[src/rtl/rpc_pkg.sv]
package rpc_pkg;
  typedef enum logic [1:0] {
    PM_OFF    = 2'd0,
    PM_SLEEP  = 2'd1,
    PM_ACTIVE = 2'd2
  } pmode_e;

  localparam int          CTL_W    = 8;
  localparam int          B_STBY   = 7;
  localparam int          B_TX     = 5;
  localparam int          B_HALF   = 4;
  localparam int          B_RX     = 1;
  localparam int          B_5V     = 0;
  localparam logic [7:0]  CTL_RST  = 8'h80;
endpackage

[src/rtl/rpc_pin_sync.sv]
module rpc_pin_sync #(
  parameter int PINS   = 2,
  parameter int STAGES = 2
) (
  input  logic            clk,
  input  logic            rst,
  input  logic [PINS-1:0] pin_i,
  output logic [PINS-1:0] lvl_o,
  output logic [PINS-1:0] rise_o,
  output logic [PINS-1:0] chg_o
);
  genvar g;
  generate
    for (g = 0; g < PINS; g++) begin : g_pin
      logic [STAGES-1:0] sr;
      logic              prev;
      always_ff @(posedge clk) begin
        if (rst) begin
          sr   <= '0;
          prev <= 1'b0;
        end else begin
          sr   <= {sr[STAGES-2:0], pin_i[g]};
          prev <= sr[STAGES-1];
        end
      end
      assign lvl_o[g]  = sr[STAGES-1];
      assign rise_o[g] = sr[STAGES-1] & ~prev;
      assign chg_o[g]  = sr[STAGES-1] ^ prev;
    end
  endgenerate
endmodule

[src/rtl/rpc_mode_fsm.sv]
module rpc_mode_fsm
  import rpc_pkg::*;
(
  input  logic   clk,
  input  logic   rst,
  input  logic   main_lvl,
  input  logic   wake_lvl,
  input  logic   wake_rise,
  output pmode_e mode_o
);
  logic wake_q;

  always_ff @(posedge clk) begin
    if (rst)                      wake_q <= 1'b0;
    else if (!main_lvl && !wake_lvl) wake_q <= 1'b0;
    else if (wake_rise && !main_lvl) wake_q <= 1'b1;
  end

  always_comb begin
    if (main_lvl || wake_q) mode_o = PM_ACTIVE;
    else if (wake_lvl)      mode_o = PM_SLEEP;
    else                    mode_o = PM_OFF;
  end

  // both pins low drops the latched wake
  p_wake_clear_r9: assert property (@(posedge clk) disable iff (rst)
    (!main_lvl && !wake_lvl) |=> !wake_q);
endmodule

[src/rtl/rpc_gap_mon.sv]
module rpc_gap_mon #(
  parameter int GAP_CYCLES = 200000
) (
  input  logic       clk,
  input  logic       rst,
  input  logic [1:0] chg_i,
  output logic       err_o
);
  localparam int CW = $clog2(GAP_CYCLES + 1);
  localparam logic [CW-1:0] GAP = CW'(GAP_CYCLES);

  logic [CW-1:0] cnt_q;
  logic          seen_q;
  logic          last_q;
  logic          any_chg;
  logic          too_close;

  assign any_chg   = |chg_i;
  assign too_close = (chg_i == 2'b11) ||
                     (any_chg && seen_q && (last_q != chg_i[1]) && (cnt_q < GAP));

  always_ff @(posedge clk) begin
    if (rst) begin
      cnt_q  <= '0;
      seen_q <= 1'b0;
      last_q <= 1'b0;
      err_o  <= 1'b0;
    end else begin
      if (too_close) err_o <= 1'b1;
      if (any_chg) begin
        cnt_q  <= CW'(1);
        seen_q <= 1'b1;
        last_q <= chg_i[1];
      end else if (cnt_q < GAP) begin
        cnt_q <= cnt_q + CW'(1);
      end
    end
  end

  // flag is sticky
  p_err_sticky_r11: assert property (@(posedge clk) disable iff (rst)
    err_o |=> err_o);
endmodule

[src/rtl/rpc_out_dec.sv]
module rpc_out_dec
  import rpc_pkg::*;
(
  input  logic   clk,
  input  logic   rst,
  input  pmode_e mode_i,
  input  logic   stby_i,
  input  logic   tx_en_i,
  input  logic   half_i,
  input  logic   rx_en_i,
  input  logic   v5_i,
  output logic   tx_on_o,
  output logic   rx_on_o,
  output logic   hf_on_o,
  output logic   lf_on_o,
  output logic   rail_on_o,
  output logic   half_o,
  output logic   v5_o
);
  logic act, tx_n;
  assign act  = (mode_i == PM_ACTIVE);
  assign tx_n = act && !stby_i && tx_en_i;

  always_ff @(posedge clk) begin
    if (rst) begin
      tx_on_o   <= 1'b0;
      rx_on_o   <= 1'b0;
      hf_on_o   <= 1'b0;
      lf_on_o   <= 1'b0;
      rail_on_o <= 1'b0;
      half_o    <= 1'b0;
      v5_o      <= 1'b0;
    end else begin
      tx_on_o   <= tx_n;
      rx_on_o   <= act && !stby_i && (tx_en_i || rx_en_i);
      hf_on_o   <= act;
      lf_on_o   <= (mode_i == PM_SLEEP);
      rail_on_o <= (mode_i != PM_OFF);
      half_o    <= tx_n && half_i;
      v5_o      <= v5_i;
    end
  end

  p_off_all_r1: assert property (@(posedge clk) disable iff (rst)
    (mode_i == PM_OFF) |=> !(tx_on_o || rx_on_o || hf_on_o || lf_on_o || rail_on_o));
  p_sleep_set_r2: assert property (@(posedge clk) disable iff (rst)
    (mode_i == PM_SLEEP) |=> (rail_on_o && lf_on_o && !hf_on_o && !tx_on_o && !rx_on_o));
  p_stby_r4: assert property (@(posedge clk) disable iff (rst)
    stby_i |=> (!tx_on_o && !rx_on_o));
  p_half_tx_r6: assert property (@(posedge clk) disable iff (rst)
    half_o |-> tx_on_o);
endmodule

[src/rtl/rdr_pwr_ctrl.sv]
module rdr_pwr_ctrl
  import rpc_pkg::*;
#(
  parameter int SYNC_STAGES = 2,
  parameter int GAP_CYCLES  = 200000
) (
  input  logic       clk,
  input  logic       rst,
  input  logic       en_main_i,
  input  logic       en_wake_i,
  input  logic       ctl_wr_i,
  input  logic [7:0] ctl_data_i,
  output logic       tx_on_o,
  output logic       rx_on_o,
  output logic       hf_osc_on_o,
  output logic       lf_clk_on_o,
  output logic       aux_rail_on_o,
  output logic       half_pwr_o,
  output logic       sel_5v_o,
  output logic       spacing_err_o
);
  logic [1:0]       lvl, rise, chg;
  logic [CTL_W-1:0] ctl_q;
  pmode_e           mode;
  logic             unused_ctl_bits;

  rpc_pin_sync #(.PINS(2), .STAGES(SYNC_STAGES)) u_sync (
    .clk(clk), .rst(rst), .pin_i({en_wake_i, en_main_i}),
    .lvl_o(lvl), .rise_o(rise), .chg_o(chg)
  );

  assign unused_ctl_bits = ^{rise[0], ctl_q[6], ctl_q[3:2]};

  rpc_mode_fsm u_fsm (
    .clk(clk), .rst(rst), .main_lvl(lvl[0]), .wake_lvl(lvl[1]),
    .wake_rise(rise[1]), .mode_o(mode)
  );

  rpc_gap_mon #(.GAP_CYCLES(GAP_CYCLES)) u_gap (
    .clk(clk), .rst(rst), .chg_i(chg), .err_o(spacing_err_o)
  );

  always_ff @(posedge clk) begin
    if (rst)           ctl_q <= CTL_RST;
    else if (ctl_wr_i) ctl_q <= ctl_data_i;
  end

  rpc_out_dec u_dec (
    .clk(clk), .rst(rst), .mode_i(mode),
    .stby_i(ctl_q[B_STBY]), .tx_en_i(ctl_q[B_TX]), .half_i(ctl_q[B_HALF]),
    .rx_en_i(ctl_q[B_RX]), .v5_i(ctl_q[B_5V]),
    .tx_on_o(tx_on_o), .rx_on_o(rx_on_o), .hf_on_o(hf_osc_on_o),
    .lf_on_o(lf_clk_on_o), .rail_on_o(aux_rail_on_o),
    .half_o(half_pwr_o), .v5_o(sel_5v_o)
  );

  // no strobe, no change of the control byte
  p_ctl_hold_r12: assert property (@(posedge clk) disable iff (rst)
    !ctl_wr_i |=> $stable(ctl_q));
endmodule

[config.mk]
export PLATFORM = sky130hd
export DESIGN_NAME = rdr_pwr_ctrl
export DESIGN_NICKNAME = d
export VERILOG_FILES = /design/src/rtl/rpc_pkg.sv /design/src/rtl/rpc_pin_sync.sv /design/src/rtl/rpc_mode_fsm.sv /design/src/rtl/rpc_gap_mon.sv /design/src/rtl/rpc_out_dec.sv /design/src/rtl/rdr_pwr_ctrl.sv
export SDC_FILE = /design/constraint.sdc
export NUM_CORES = 1
export LEC_CHECK = 0
export ABC_AREA = 1
export CAP_MARGIN = 30
export CORE_UTILIZATION = 45
export CTS_CLUSTER_DIAMETER = 150
export DETAILED_ROUTE_END_ITERATION = 12
export GPL_ROUTABILITY_DRIVEN = 0
export PLACE_DENSITY_LB_ADDON = 0.25
export REMOVE_ABC_BUFFERS = 1
export SETUP_SLACK_MARGIN = 0.1
export SYNTH_ARGS = -nofsm -noshare
export SYNTH_HDL_FRONTEND = slang
export SYNTH_SLANG_ARGS = --single-unit
[constraint.sdc]
create_clock -name clk -period 1.5 [get_ports clk]
set_input_delay 0.225 -clock clk [delete_from_list [all_inputs] [get_ports clk]]
set_output_delay 0.225 -clock clk [all_outputs]
set_load 0.02 [all_outputs]
* Word-level counts from Yosys, hierarchy flattened *
Index checks and enable logic that the tools add are counted.

operators by class
  add/sub/neg operators = 1
  magnitude comparators = 1
  equal/unequal tests = 4
  mux-type cells = 4
  bitwise operators = 4
  reduce and logical (&&, ||, !) cells = 20

operators by type and width
  kind                                                              count
  18-bit by 1-bit adder with 18-bit output (second input constant)  1
  18-bit < comparator (second input constant)                       1
  1-bit logical AND                                                 9
  2-bit == test (second input constant)                             2
  2-bit nonzero test                                                2
  2-bit OR reduction                                                2
  1-bit logical NOT                                                 3
  1-bit logical OR                                                  3
  1-bit 2-to-1 mux                                                  3
  3-bit OR reduction                                                1
  2-bit by 1-bit == test with 1-bit output (second input constant)  1
  2-bit 2-to-1 mux                                                  1
  1-bit bitwise XOR                                                 2
  1-bit AND                                                         1
  1-bit inequality test                                             1
  1-bit NOT                                                         1

storage, ports and cells
  register bits after elaboration = 43
  input port bits = 13
  output and inout bits = 8
  word-level logic and storage cells = 52

* Longest topological paths before layout *
  depth in word-level cells = 6
  depth in mapped cells = 9
  gate-level depth less buffers = 9

* Modules after synthesis *
Synthesis repeated with hierarchy kept, for this count alone.

second synthesis, totals
  cells, all modules = 271
  area, all modules = 1,903.1 µm²

modules (own cells, without submodules)
  module        times used  cells an instance  area an instance (µm²)  seq. area each (µm²)
  rpc_gap_mon   1           183                1,192.4                 420.4
  rpc_pin_sync  1           26                 220.2                   120.1
  rdr_pwr_ctrl  1           31                 216.5                   100.1
  rpc_out_dec   1           23                 215.2                   140.1
  rpc_mode_fsm  1           8                  58.8                    20.0

* Worst setup path after synthesis *
OpenSTA, ideal clock, no wires.

  kind = reg-to-reg
  start = register u_gap.cnt_q[0]
  end = register u_gap.cnt_q[10]
  setup time = 0.115 ns
  arrival time = 1.159 ns
  data required time = 1.385 ns
  slack = 0.227 ns
  cell stages (with the launch flop) = 8
  buffers on the path = 0
  period minus slack after synthesis = 1.273 ns
  path through = dfxtp_1 > ha_1 > nand3_2 > nor2_4 > nand2_1 > nor2_4 > xnor2_1 > nor2_1

between the ends
  cells in the longest elaborated chain, start to end = 1
  elaborated cells between the ends (all ways) = 2
  classes of those cells = add/sub (1); order compare (1)

RTL lines
  item                                                                             line                                  text
  start, declared                                                                  rpc_gap_mon.sv:12                     logic [CW-1:0] cnt_q;
  start signal, assigned                                                           rpc_gap_mon.sv:35                     cnt_q <= cnt_q + CW'(1);
  18-bit by 1-bit adder with 18-bit output or 18-bit < comparator (tied branches)  rpc_gap_mon.sv:35, rpc_gap_mon.sv:34

Parallel ways exist; a longest one is shown, timed or not.
A chain may end at the register's enable or synchronous reset.

* Worst setup path in the final report *
  start = register u_gap.cnt_q[1]
  end = register u_gap.cnt_q[12]

Same word-level chain as after synthesis.

==> reports/qor.csv <==
metric,value,unit
outcome,completed,
ff2ff_setup_slack,0.16,ns
hold_buffers,0,
whs,0.4039,ns
r2r-start,u_gap.cnt_q[1],
dr_wl_met3,133,um
post-route-period-util,89.14,%
p_total,2.289,mW
synth.top_cells.by_count,"nand2_1 (53), dfxtp_1 (40), nor2_1 (35)",
grt_max_degree,16,
wl_met2,1416,um
clock_skew,0.002602,ns
met1_length,1653,um
hold_depth,2,
cts_buffers,5,
dr_total_vias,1474,
grt_antenna_before_repair,0,
yosysUniqueCellTypes,28,
start_util,48.37,%
grt_pass1_wl,5602,um
gr-total-overflow,0,
fin_tns_setup,0,ns
ant_nets,0,
ios,21,
yosys_warnings,0,
min_to,u_sync.g_pin[0].sr[1],
core_area,3771,sq um
min-delay-start,u_sync.g_pin[0].sr[0],
grt_setup_unrepaired,yes,
dp.cells,311,
seq_area_frac_synth,43.90,%
die_width,65.67,um
synth_area_leaders,"dfxtp_1 (44%), nand2_1 (11%), nor2_1 (7.2%)",
synth_most_common_cell,nand2_1,
arrival,1.51,ns
diodes,0,
synth_cells,244,
finalNonFillerCells,321,
via_per_inst,4.592,
design_area,2252,sq um
reg2reg_to,u_gap.cnt_q[12],
drive_gt1_share,20.15,%
cts_sinks,40,
drv_slew,0,
max_freq,747.8,MHz
fill_cells,325,
clockBufferDepth,2,
synth_area_leader_cell,dfxtp_1,
min_period,1.337,ns
hold_violations,0,
clockRootBuffer,clkbuf_8,
htreeDepth,2,
postPlaceCellArea,2062,sq um
ys_ff_latch,40,
dp_hpwl,2311,um
end_kind,register,
grt_pass1_vias,1327,
synth_top_area_share,43.90,%
startpoint_type,register,
path_max_fanout,3,
crit_type,register to register,
power.static_leakage,0.9369,nW
vdd_drop_max,627.6,uV
worst_pin_slew,0.3033,ns
post-route-util,59.72,%
avgSynthCellArea,7.476,sq um
area_delta_synth_final,23.46,%
pre_cts_ws,0.06231,ns
cts_tree,yes,
cap_viol_max_count,0,
syn_area,1824,sq um
drt-total-wl,3281,um
reg2reg_depth,8,
grt_use_total,17.38,%
max_slew_margin,79.72,%
synth_edf_count,0,
synth_flop_cell,dfxtp_1,
clkTransAtPathRegs,0.07,ns
clkLatencyLatePin,0.29,ns
finalSetupViolCount,0,
async_flop_share,0,%
required,1.67,ns
drc,0,
setup_ws,0.1628,ns
rows,22,
power.density,1016,nW/um^2
dieArea,4313,sq um
top_layer,met4,
hp-class,register to register,
wl_per_cell,10.22,um
dr.pass1.iters,4,
final_nets,288,
die_y,65.67,um
drt_iter0_markers,56,
port_buffers,17,
[timing repair]
item,in CTS,in global routing
resized for setup,8,17
pin swaps,0,5
buffers inserted,0,3
endpoints found under the setup margin,8,18
[cells by family (layout without fill, tap and decap cells)]
logic type | count (synthesis) | count (layout) | share of synthesized area, %
simple gates | 120 | 120 | 30.73
buf+inv | 41 | 70 | 9.670
flops | 40 | 40 | 43.90
compound gates | 35 | 35 | 11.45
xor+xnor | 6 | 6 | 2.881
fa+ha+maj | 2 | 2 | 1.372
[state kept, by name, indices dropped and copies added, names as in the netlist]
| register | flops |
|---|---|
| u_gap.cnt_q | 18 |
| ctl_q | 5 |
| u_sync.g_pin.sr | 4 |
| u_sync.g_pin.prev | 2 |
| u_dec.half_o | 1 |
| u_dec.hf_on_o | 1 |
| u_dec.lf_on_o | 1 |
| u_dec.rail_on_o | 1 |
| u_dec.rx_on_o | 1 |
| u_dec.tx_on_o | 1 |
| u_dec.v5_o | 1 |
| u_fsm.wake_q | 1 |
| u_gap.err_o | 1 |
| u_gap.last_q | 1 |
| u_gap.seen_q | 1 |
[placed cells by master, fill, tap and decap left out, types with 6 or more instances in the layout]
cell type,instances
o21ai_0,10
dfxtp_1,34
nand2_1,51
nand2_2,8
a21oi_1,14
nor2_1,34
dfxtp_2,6
inv_1,33
buf_4,9
clkdlybuf4s50_1,9
dlygate4sd2_1,8
nand3_1,7
a21oi_2,7
[cell type report]
class,count,area (sq um),share of cell area (%)
inverters,37,141.4,6.278
well taps,48,60.06,2.667
multi-input cells,163,885.9,39.33
flip-flops and latches,40,808.3,35.89
repair buffers,26,227.7,10.11
clock buffers,5,68.82,3.056
clock inverters,2,60.06,2.667
[critical path: stages (launching register included)]
cell     delay (ns)
dfxtp_2        0.35
ha_2           0.22
nand3_4        0.10
nor2_4         0.14
nand2_1        0.09
nor2_4         0.14
nand2_1        0.06
nand2_1        0.05
a21oi_1        0.05
[worst max-delay path by stage]
stage | start | endpoint | slack [ns] | depth (start not counted)
finish | u_gap.cnt_q[1] | u_gap.cnt_q[12] | 0.16 | 8
detailed placement | rst | u_fsm.wake_q | 0.06 | 5
global route | u_gap.cnt_q[1] | u_gap.cnt_q[10] | 0.08 | 7
floorplan | u_gap.cnt_q[0] | u_gap.cnt_q[10] | 0.22 | 7
CTS | u_gap.cnt_q[1] | u_gap.cnt_q[16] | 0.12 | 8
global placement | rst | u_fsm.wake_q | 0.07 | 5
[power by group]
part	total, mW	internal (mW)	leakage [nW]	switching [mW]
registers	1.11	1.10	0.329	0.0159
logic	0.158	0.0706	0.544	0.0874
clock network	1.02	0.655	0.0642	0.365
[metal layers]
layer	vias to the layer above	GRT usage, %
met5	-	0
met4	0	8.696
met3	8	6.076
met2	26	26.15
met1	621	21.75
li1	819	-
No activity file was read; power rests on OpenSTA's default activity.
